[config.mk]
export PLATFORM = sky130hd
export DESIGN_NAME = pgx_xlate_top
export DESIGN_NICKNAME = d
export VERILOG_FILES = /design/src/rtl/pgx_pkg.sv /design/src/rtl/pgx_entry_check.sv /design/src/rtl/pgx_addr_mux.sv /design/src/rtl/pgx_walk_fsm.sv /design/src/rtl/pgx_fault_reg.sv /design/src/rtl/pgx_xlate_top.sv
export SDC_FILE = /design/constraint.sdc
export NUM_CORES = 1
export LEC_CHECK = 0
export BUFFER_PORTS_ARGS = -buffer_cell sky130_fd_sc_hd__buf_2
export CAP_MARGIN = 20
export CORE_MARGIN = 3
export CORE_UTILIZATION = 49
export DETAILED_ROUTE_END_ITERATION = 12
export PLACE_DENSITY = 0.89
export SYNTH_ARGS = -nofsm -noshare
export SYNTH_HDL_FRONTEND = slang
export SYNTH_SLANG_ARGS = --single-unit
[constraint.sdc]
create_clock -name clk -period 2.2 [get_ports clk]
set_input_delay 0.44 -clock clk [delete_from_list [all_inputs] [get_ports clk]]
set_output_delay 0.44 -clock clk [all_outputs]
set_load 0.01 [all_outputs]
[src/rtl/pgx_pkg.sv]
package pgx_pkg;

   typedef enum logic [2:0] {
      PX_IDLE  = 3'd0,
      PX_DIR   = 3'd1,
      PX_TBL   = 3'd2,
      PX_DONE  = 3'd3,
      PX_FAULT = 3'd4
   } pgx_state_e;

   // flag positions inside a table entry
   localparam int unsigned PGX_PRESENT_BIT  = 0;
   localparam int unsigned PGX_WRITABLE_BIT = 1;

endpackage

[src/rtl/pgx_entry_check.sv]
module pgx_entry_check #(
   parameter int unsigned ENTRY_W     = 32,
   parameter int unsigned FRAME_LSB   = 12,
   parameter bit          CHECK_WRITE = 1'b1
) (
   input  logic [ENTRY_W-1:0]           entry,
   input  logic                         is_write,
   output logic                         entry_ok,
   output logic [ENTRY_W-FRAME_LSB-1:0] frame
);
   import pgx_pkg::*;

   logic present;
   assign present = entry[PGX_PRESENT_BIT];
   assign frame   = entry[ENTRY_W-1:FRAME_LSB];

   generate
      if (CHECK_WRITE) begin : g_wr_check
         assign entry_ok = present & (entry[PGX_WRITABLE_BIT] | ~is_write);
      end else begin : g_no_wr_check
         logic unused_wr;
         assign unused_wr = is_write;
         assign entry_ok  = present;
      end
   endgenerate

endmodule

[src/rtl/pgx_addr_mux.sv]
module pgx_addr_mux #(
   parameter int unsigned ADDR_W    = 32,
   parameter int unsigned PAGE_BITS = 12,
   parameter int unsigned IDX_W     = 10,
   parameter int unsigned OFS_BITS  = 2
) (
   input  logic                        sel_table,
   input  logic [ADDR_W-1:0]           dir_base,
   input  logic [ADDR_W-PAGE_BITS-1:0] dir_frame,
   input  logic [ADDR_W-1:0]           laddr,
   output logic [ADDR_W-1:0]           rd_addr
);
   localparam int unsigned HI_IDX_MSB = ADDR_W - 1;
   localparam int unsigned LO_IDX_MSB = PAGE_BITS + IDX_W - 1;

   logic [ADDR_W-1:0] dir_addr;
   logic [ADDR_W-1:0] tbl_addr;

   assign dir_addr = {dir_base[ADDR_W-1:PAGE_BITS], laddr[HI_IDX_MSB -: IDX_W],
                      {OFS_BITS{1'b0}}};
   assign tbl_addr = {dir_frame, laddr[LO_IDX_MSB -: IDX_W], {OFS_BITS{1'b0}}};
   assign rd_addr  = sel_table ? tbl_addr : dir_addr;

endmodule

[src/rtl/pgx_walk_fsm.sv]
module pgx_walk_fsm #(
   parameter int unsigned ADDR_W    = 32,
   parameter int unsigned PAGE_BITS = 12
) (
   input  logic                        clk,
   input  logic                        rst_n,
   input  logic                        xlate_on,
   input  logic                        req_valid,
   input  logic [ADDR_W-1:0]           req_laddr,
   input  logic                        req_write,
   input  logic                        rd_valid,
   input  logic                        entry_ok,
   input  logic [ADDR_W-PAGE_BITS-1:0] entry_frame,
   output pgx_pkg::pgx_state_e         state,
   output logic [ADDR_W-1:0]           laddr_q,
   output logic                        write_q,
   output logic [ADDR_W-PAGE_BITS-1:0] dir_frame_q,
   output logic [ADDR_W-1:0]           paddr_q,
   output logic                        fault_set
);
   import pgx_pkg::*;

   localparam int unsigned FRAME_W = ADDR_W - PAGE_BITS;

   pgx_state_e st_q;
   logic       walking;

   assign state     = st_q;
   assign walking   = (st_q == PX_DIR) || (st_q == PX_TBL);
   assign fault_set = walking && rd_valid && !entry_ok;

   always_ff @(posedge clk) begin
      if (!rst_n) begin
         st_q        <= PX_IDLE;
         laddr_q     <= '0;
         write_q     <= 1'b0;
         dir_frame_q <= '0;
         paddr_q     <= '0;
      end else begin
         unique case (st_q)
            PX_IDLE: begin
               if (req_valid) begin
                  laddr_q <= req_laddr;
                  write_q <= req_write;
                  if (xlate_on) begin
                     st_q <= PX_DIR;
                  end else begin
                     paddr_q <= req_laddr;
                     st_q    <= PX_DONE;
                  end
               end
            end
            PX_DIR: begin
               if (rd_valid) begin
                  if (!entry_ok) begin
                     st_q <= PX_FAULT;
                  end else begin
                     dir_frame_q <= entry_frame;
                     st_q        <= PX_TBL;
                  end
               end
            end
            PX_TBL: begin
               if (rd_valid) begin
                  if (!entry_ok) begin
                     st_q <= PX_FAULT;
                  end else begin
                     paddr_q <= {entry_frame[FRAME_W-1:0], laddr_q[PAGE_BITS-1:0]};
                     st_q    <= PX_DONE;
                  end
               end
            end
            default: st_q <= PX_IDLE;
         endcase
      end
   end

endmodule

[src/rtl/pgx_fault_reg.sv]
module pgx_fault_reg #(
   parameter int unsigned ADDR_W = 32
) (
   input  logic              clk,
   input  logic              rst_n,
   input  logic              capture,
   input  logic [ADDR_W-1:0] laddr,
   output logic [ADDR_W-1:0] fault_addr
);
   always_ff @(posedge clk) begin
      if (!rst_n)       fault_addr <= '0;
      else if (capture) fault_addr <= laddr;
   end
endmodule

[src/rtl/pgx_xlate_top.sv]
module pgx_xlate_top #(
   parameter int unsigned ADDR_W      = 32,
   parameter int unsigned PAGE_BITS   = 12,
   parameter int unsigned IDX_W       = 10,
   parameter int unsigned ENTRY_BYTES = 4,
   parameter bit          CHECK_WRITE = 1'b1
) (
   input  logic              clk,
   input  logic              rst_n,
   input  logic              prot_en,
   input  logic              paging_en,
   input  logic [ADDR_W-1:0] dir_base,
   input  logic              req_valid,
   output logic              req_ready,
   input  logic [ADDR_W-1:0] req_laddr,
   input  logic              req_write,
   output logic              rsp_valid,
   output logic              rsp_fault,
   output logic [ADDR_W-1:0] rsp_paddr,
   output logic [ADDR_W-1:0] fault_addr,
   output logic              mem_rd_en,
   output logic [ADDR_W-1:0] mem_rd_addr,
   input  logic              mem_rd_valid,
   input  logic [ADDR_W-1:0] mem_rd_data
);
   import pgx_pkg::*;

   localparam int unsigned OFS_BITS = $clog2(ENTRY_BYTES);
   localparam int unsigned FRAME_W  = ADDR_W - PAGE_BITS;

   initial begin
      assert (ADDR_W == PAGE_BITS + 2 * IDX_W)
         else $error("address width must split into two indices and an offset");
      assert (PAGE_BITS == IDX_W + OFS_BITS)
         else $error("one table must fill exactly one page");
   end

   pgx_state_e        state;
   logic [ADDR_W-1:0] laddr_q;
   logic              write_q;
   logic [FRAME_W-1:0] dir_frame_q;
   logic [FRAME_W-1:0] entry_frame;
   logic              entry_ok;
   logic              fault_set;
   logic              accept;

   assign req_ready = (state == PX_IDLE);
   assign accept    = req_valid && req_ready;
   assign mem_rd_en = (state == PX_DIR) || (state == PX_TBL);
   assign rsp_valid = (state == PX_DONE) || (state == PX_FAULT);
   assign rsp_fault = (state == PX_FAULT);

   pgx_walk_fsm #(.ADDR_W(ADDR_W), .PAGE_BITS(PAGE_BITS)) u_fsm (
      .clk         (clk),
      .rst_n       (rst_n),
      .xlate_on    (prot_en && paging_en),
      .req_valid   (accept),
      .req_laddr   (req_laddr),
      .req_write   (req_write),
      .rd_valid    (mem_rd_valid),
      .entry_ok    (entry_ok),
      .entry_frame (entry_frame),
      .state       (state),
      .laddr_q     (laddr_q),
      .write_q     (write_q),
      .dir_frame_q (dir_frame_q),
      .paddr_q     (rsp_paddr),
      .fault_set   (fault_set)
   );

   pgx_entry_check #(.ENTRY_W(ADDR_W), .FRAME_LSB(PAGE_BITS),
                     .CHECK_WRITE(CHECK_WRITE)) u_chk_entry (
      .entry    (mem_rd_data),
      .is_write (write_q),
      .entry_ok (entry_ok),
      .frame    (entry_frame)
   );

   pgx_addr_mux #(.ADDR_W(ADDR_W), .PAGE_BITS(PAGE_BITS), .IDX_W(IDX_W),
                  .OFS_BITS(OFS_BITS)) u_amux (
      .sel_table (state == PX_TBL),
      .dir_base  (dir_base),
      .dir_frame (dir_frame_q),
      .laddr     (laddr_q),
      .rd_addr   (mem_rd_addr)
   );

   pgx_fault_reg #(.ADDR_W(ADDR_W)) u_freg (
      .clk        (clk),
      .rst_n      (rst_n),
      .capture    (fault_set),
      .laddr      (laddr_q),
      .fault_addr (fault_addr)
   );

endmodule

==> results.toml <==
[setup_path]
critical_path_class = "reg2out"
r2r_start = "u_fsm.state[0]$_SDFFE_PN0P_"
arrival_ps = 1920
cp-startpoint = "u_fsm.state[0]$_SDFFE_PN0P_"
critical_path.max_fanout = 5
critPathCaptureType = "output port"
critPathLaunchType = "flip-flop"
cp.required_ps = 1760
rrSetupSlack_ps = 180
rr_endpoint = "u_fsm.paddr_q[1]$_SDFFE_PN0P_"
reg2reg_depth = 8
crit_end = "mem_rd_addr[4]"

[status]
violations = "setup timing"
status = "finished with violations"

[detailed_routing]
drt_pre_antenna_iters = 4
drt-total-wl_mm = 17.2
vias_per_cell = 5.64
wire_per_inst_um = 19.1
postRouteAntennaNets = 0
initialDrtViolationCount = 334
drc = 0
dr_total_vias = 5069

[timing]
finalHoldViolCount = 0
timing.fmax_ghz = 0.424
rsz0062_at_grt = "true"
finalCritPeriodShare = 1.07
setup_viol = 30
layout_min_cycle_time_ps = 2360
clock_skew_ps = 6.41
maxSlewViolCount = 0
final.setup.worst_slack_ps = -161

[pwr]
leakagePower_nw = 3.62
peakVddDrop_mv = 0.560
powerDensity_nw_per_um2 = 938
finalPower_mw = 6.99

[grt]
groute.usage.overall = 0.273
grt_pass1_vias = 4810
overflow = 0
grt_max_degree = 121
antenna_found_initial = 0
grt_pass1_wl_mm = 25.1

[finish]
final_nets = 852
drive_gt1_frac = 0.371
post-route-util = 0.712
area_delta_synth_final_pct = 39.9

[synthesis]
ys_ff_latch = 120
synthTopCellsByArea = "dfxtp_1 45%, mux2i_1 9.8%, nand2_1 9.3%"
syn-cell-area_um2 = 5330
synthDistinctLibCells = 34
synth_top_area_share = 0.451
yosysTopAreaCell = "dfxtp_1"
yosysWarnings = 0
postSynthCellCount = 567
seq_area_frac_synth = 0.451
syn_area_per_cell_um2 = 9.39

[clock_network]
path_clk_slew_ps = 60
root_buffer = "clkbuf_8"
holdBufCountCts = 0
clock_sinks = 120
numCtsBuffers = 17
tritoncts = "yes"
clockBufferDepth = 2
clock_latency_ps = 520
cts_max_level = 4

[die]
io_pins = 203
start_util = 0.509
coreArea_um2 = 10500
dieHeight_um = 110
die_w_um = 110
die_area_um2 = 12200
row_count = 37

[place]
hpwlAfterDp_mm = 11.0
io_buffer_count = 178
finalWeightedCongestion = 0.874

[run]
max_cap_viol_count = 0

[hold_path]
hold_path.class = "in2reg"
[critical path: stages, from the launching register on]
cell and delay, ps:
dfxtp_4 350, nor3b_4 220, buf_6 210, clkbuf_16 180, mux2_4 320, buf_6 130
[report_power, final]
| part | total, mW | leakage (nW) | internal [mW] | switching (mW) |
|---|---|---|---|---|
| Clock | 2.64 | 0.275 | 1.66 | 0.987 |
| Sequential | 2.51 | 0.980 | 2.37 | 0.136 |
| Combinational | 1.84 | 2.37 | 0.922 | 0.917 |
[metal layers]
metal / part of all wire / vias to the layer above / GRT usage
met3: 0.083 / 55 / 0.0844
li1: - / 2316 / -
met2: 0.48 / 269 / 0.433
met4: 0.039 / 0 / 0.124
met1: 0.40 / 2429 / 0.340
met5: 0 / - / 0
[registers in the layout, indices dropped and copies added (netlist names)]
signal and cells:
u_fsm.laddr_q 32, u_freg.fault_addr 32, u_fsm.paddr_q 32, u_fsm.write_q 1, u_fsm.dir_frame_q 20, u_fsm.state 3
[worst min path at each step]
stage                                            start                                 end  slack [ps]  cells past startpoint
floorplan               u_fsm.laddr_q[25]$_SDFFE_PN0P_  u_freg.fault_addr[25]$_SDFFE_PN0P_         440                      2
global placement    u_freg.fault_addr[26]$_SDFFE_PN0P_  u_freg.fault_addr[26]$_SDFFE_PN0P_         440                      2
detailed placement  u_freg.fault_addr[30]$_SDFFE_PN0P_  u_freg.fault_addr[30]$_SDFFE_PN0P_         450                      2
CTS                                          req_write          u_fsm.write_q$_SDFFE_PN0P_         150                      3
global route                                 req_write          u_fsm.write_q$_SDFFE_PN0P_         170                      3
finish                                       req_write          u_fsm.write_q$_SDFFE_PN0P_         180                      3
[area by class of cell]
type                    instances  area [um2]
diodes                          1        2.50
multi-input cells             395        2820
inverters                       2        7.51
well taps                     136         170
repair buffers                213        1480
clock buffers                  19         442
fillers                       746        3010
flip-flops and latches        120        2410
clock inverters                13         129
[Yosys cell counts (all sizes together)]
master	count
dfxtp	120
mux2	30
o21ai	34
mux2i	52
a32oi	1
nor2	2
nor3b	2
nor2b	22
and2	3
nand4	2
conb	1
clkbuf	29
o21bai	1
nand2b	1
a21oi	3
inv	2
a2111o	1
buf	22
nand2	132
nor3	3
xnor2	1
a2111oi	1
o211a	32
or4b	1
and3	1
a21boi	65
and4	1
or2	1
o41ai	1
[through the flow]
step	hold WS [ps]	setup WS (ps)	cells	setup TNS (ps)	instance area [um2]
after floorplan	441	240	568	0	5330
after global placement	440	235	848	0	6340
after detailed placement	448	174	848	0	6340
after CTS	153	-186	893	-4350	7280
after global routing	173	-224	898	-5530	7450
final	176	-161	899	-3470	7450
[logic make-up after synthesis]
| group | after synthesis | synth area share |
|---|---|---|
| AOI/OAI and AO/OA | 139 | 0.198 |
| xor gates and xnor gates | 1 | 0.00164 |
| buffers and inverters | 53 | 0.0484 |
| DFF | 120 | 0.451 |
| muxes | 82 | 0.161 |
| other | 1 | 0.000704 |
| and+or+nand+nor | 171 | 0.139 |
[placed cells by master, fill, tap and decap left out, types with 4 or more instances in the layout]
master and instances:
buf_2 148, nand2_1 132, dfxtp_1 117, a21boi_0 61
mux2i_1 52, o21ai_0 34, o211a_1 32, buf_6 31
mux2_4 30, buf_4 25, nor2b_1 22, clkbuf_16 18
clkinv_2 6, buf_12 6, a21boi_1 4, clkinvlp_4 4
[what timing repair did]
item | 4_1_cts | 5_1_grt
setup buffers | 11 | 5
pin swaps | 1 | 1
endpoints found under the setup margin | 30 | 32
resized for setup | 50 | 27
cloned | 2 | 2
Note: power is estimated with default switching activity, not from simulation.
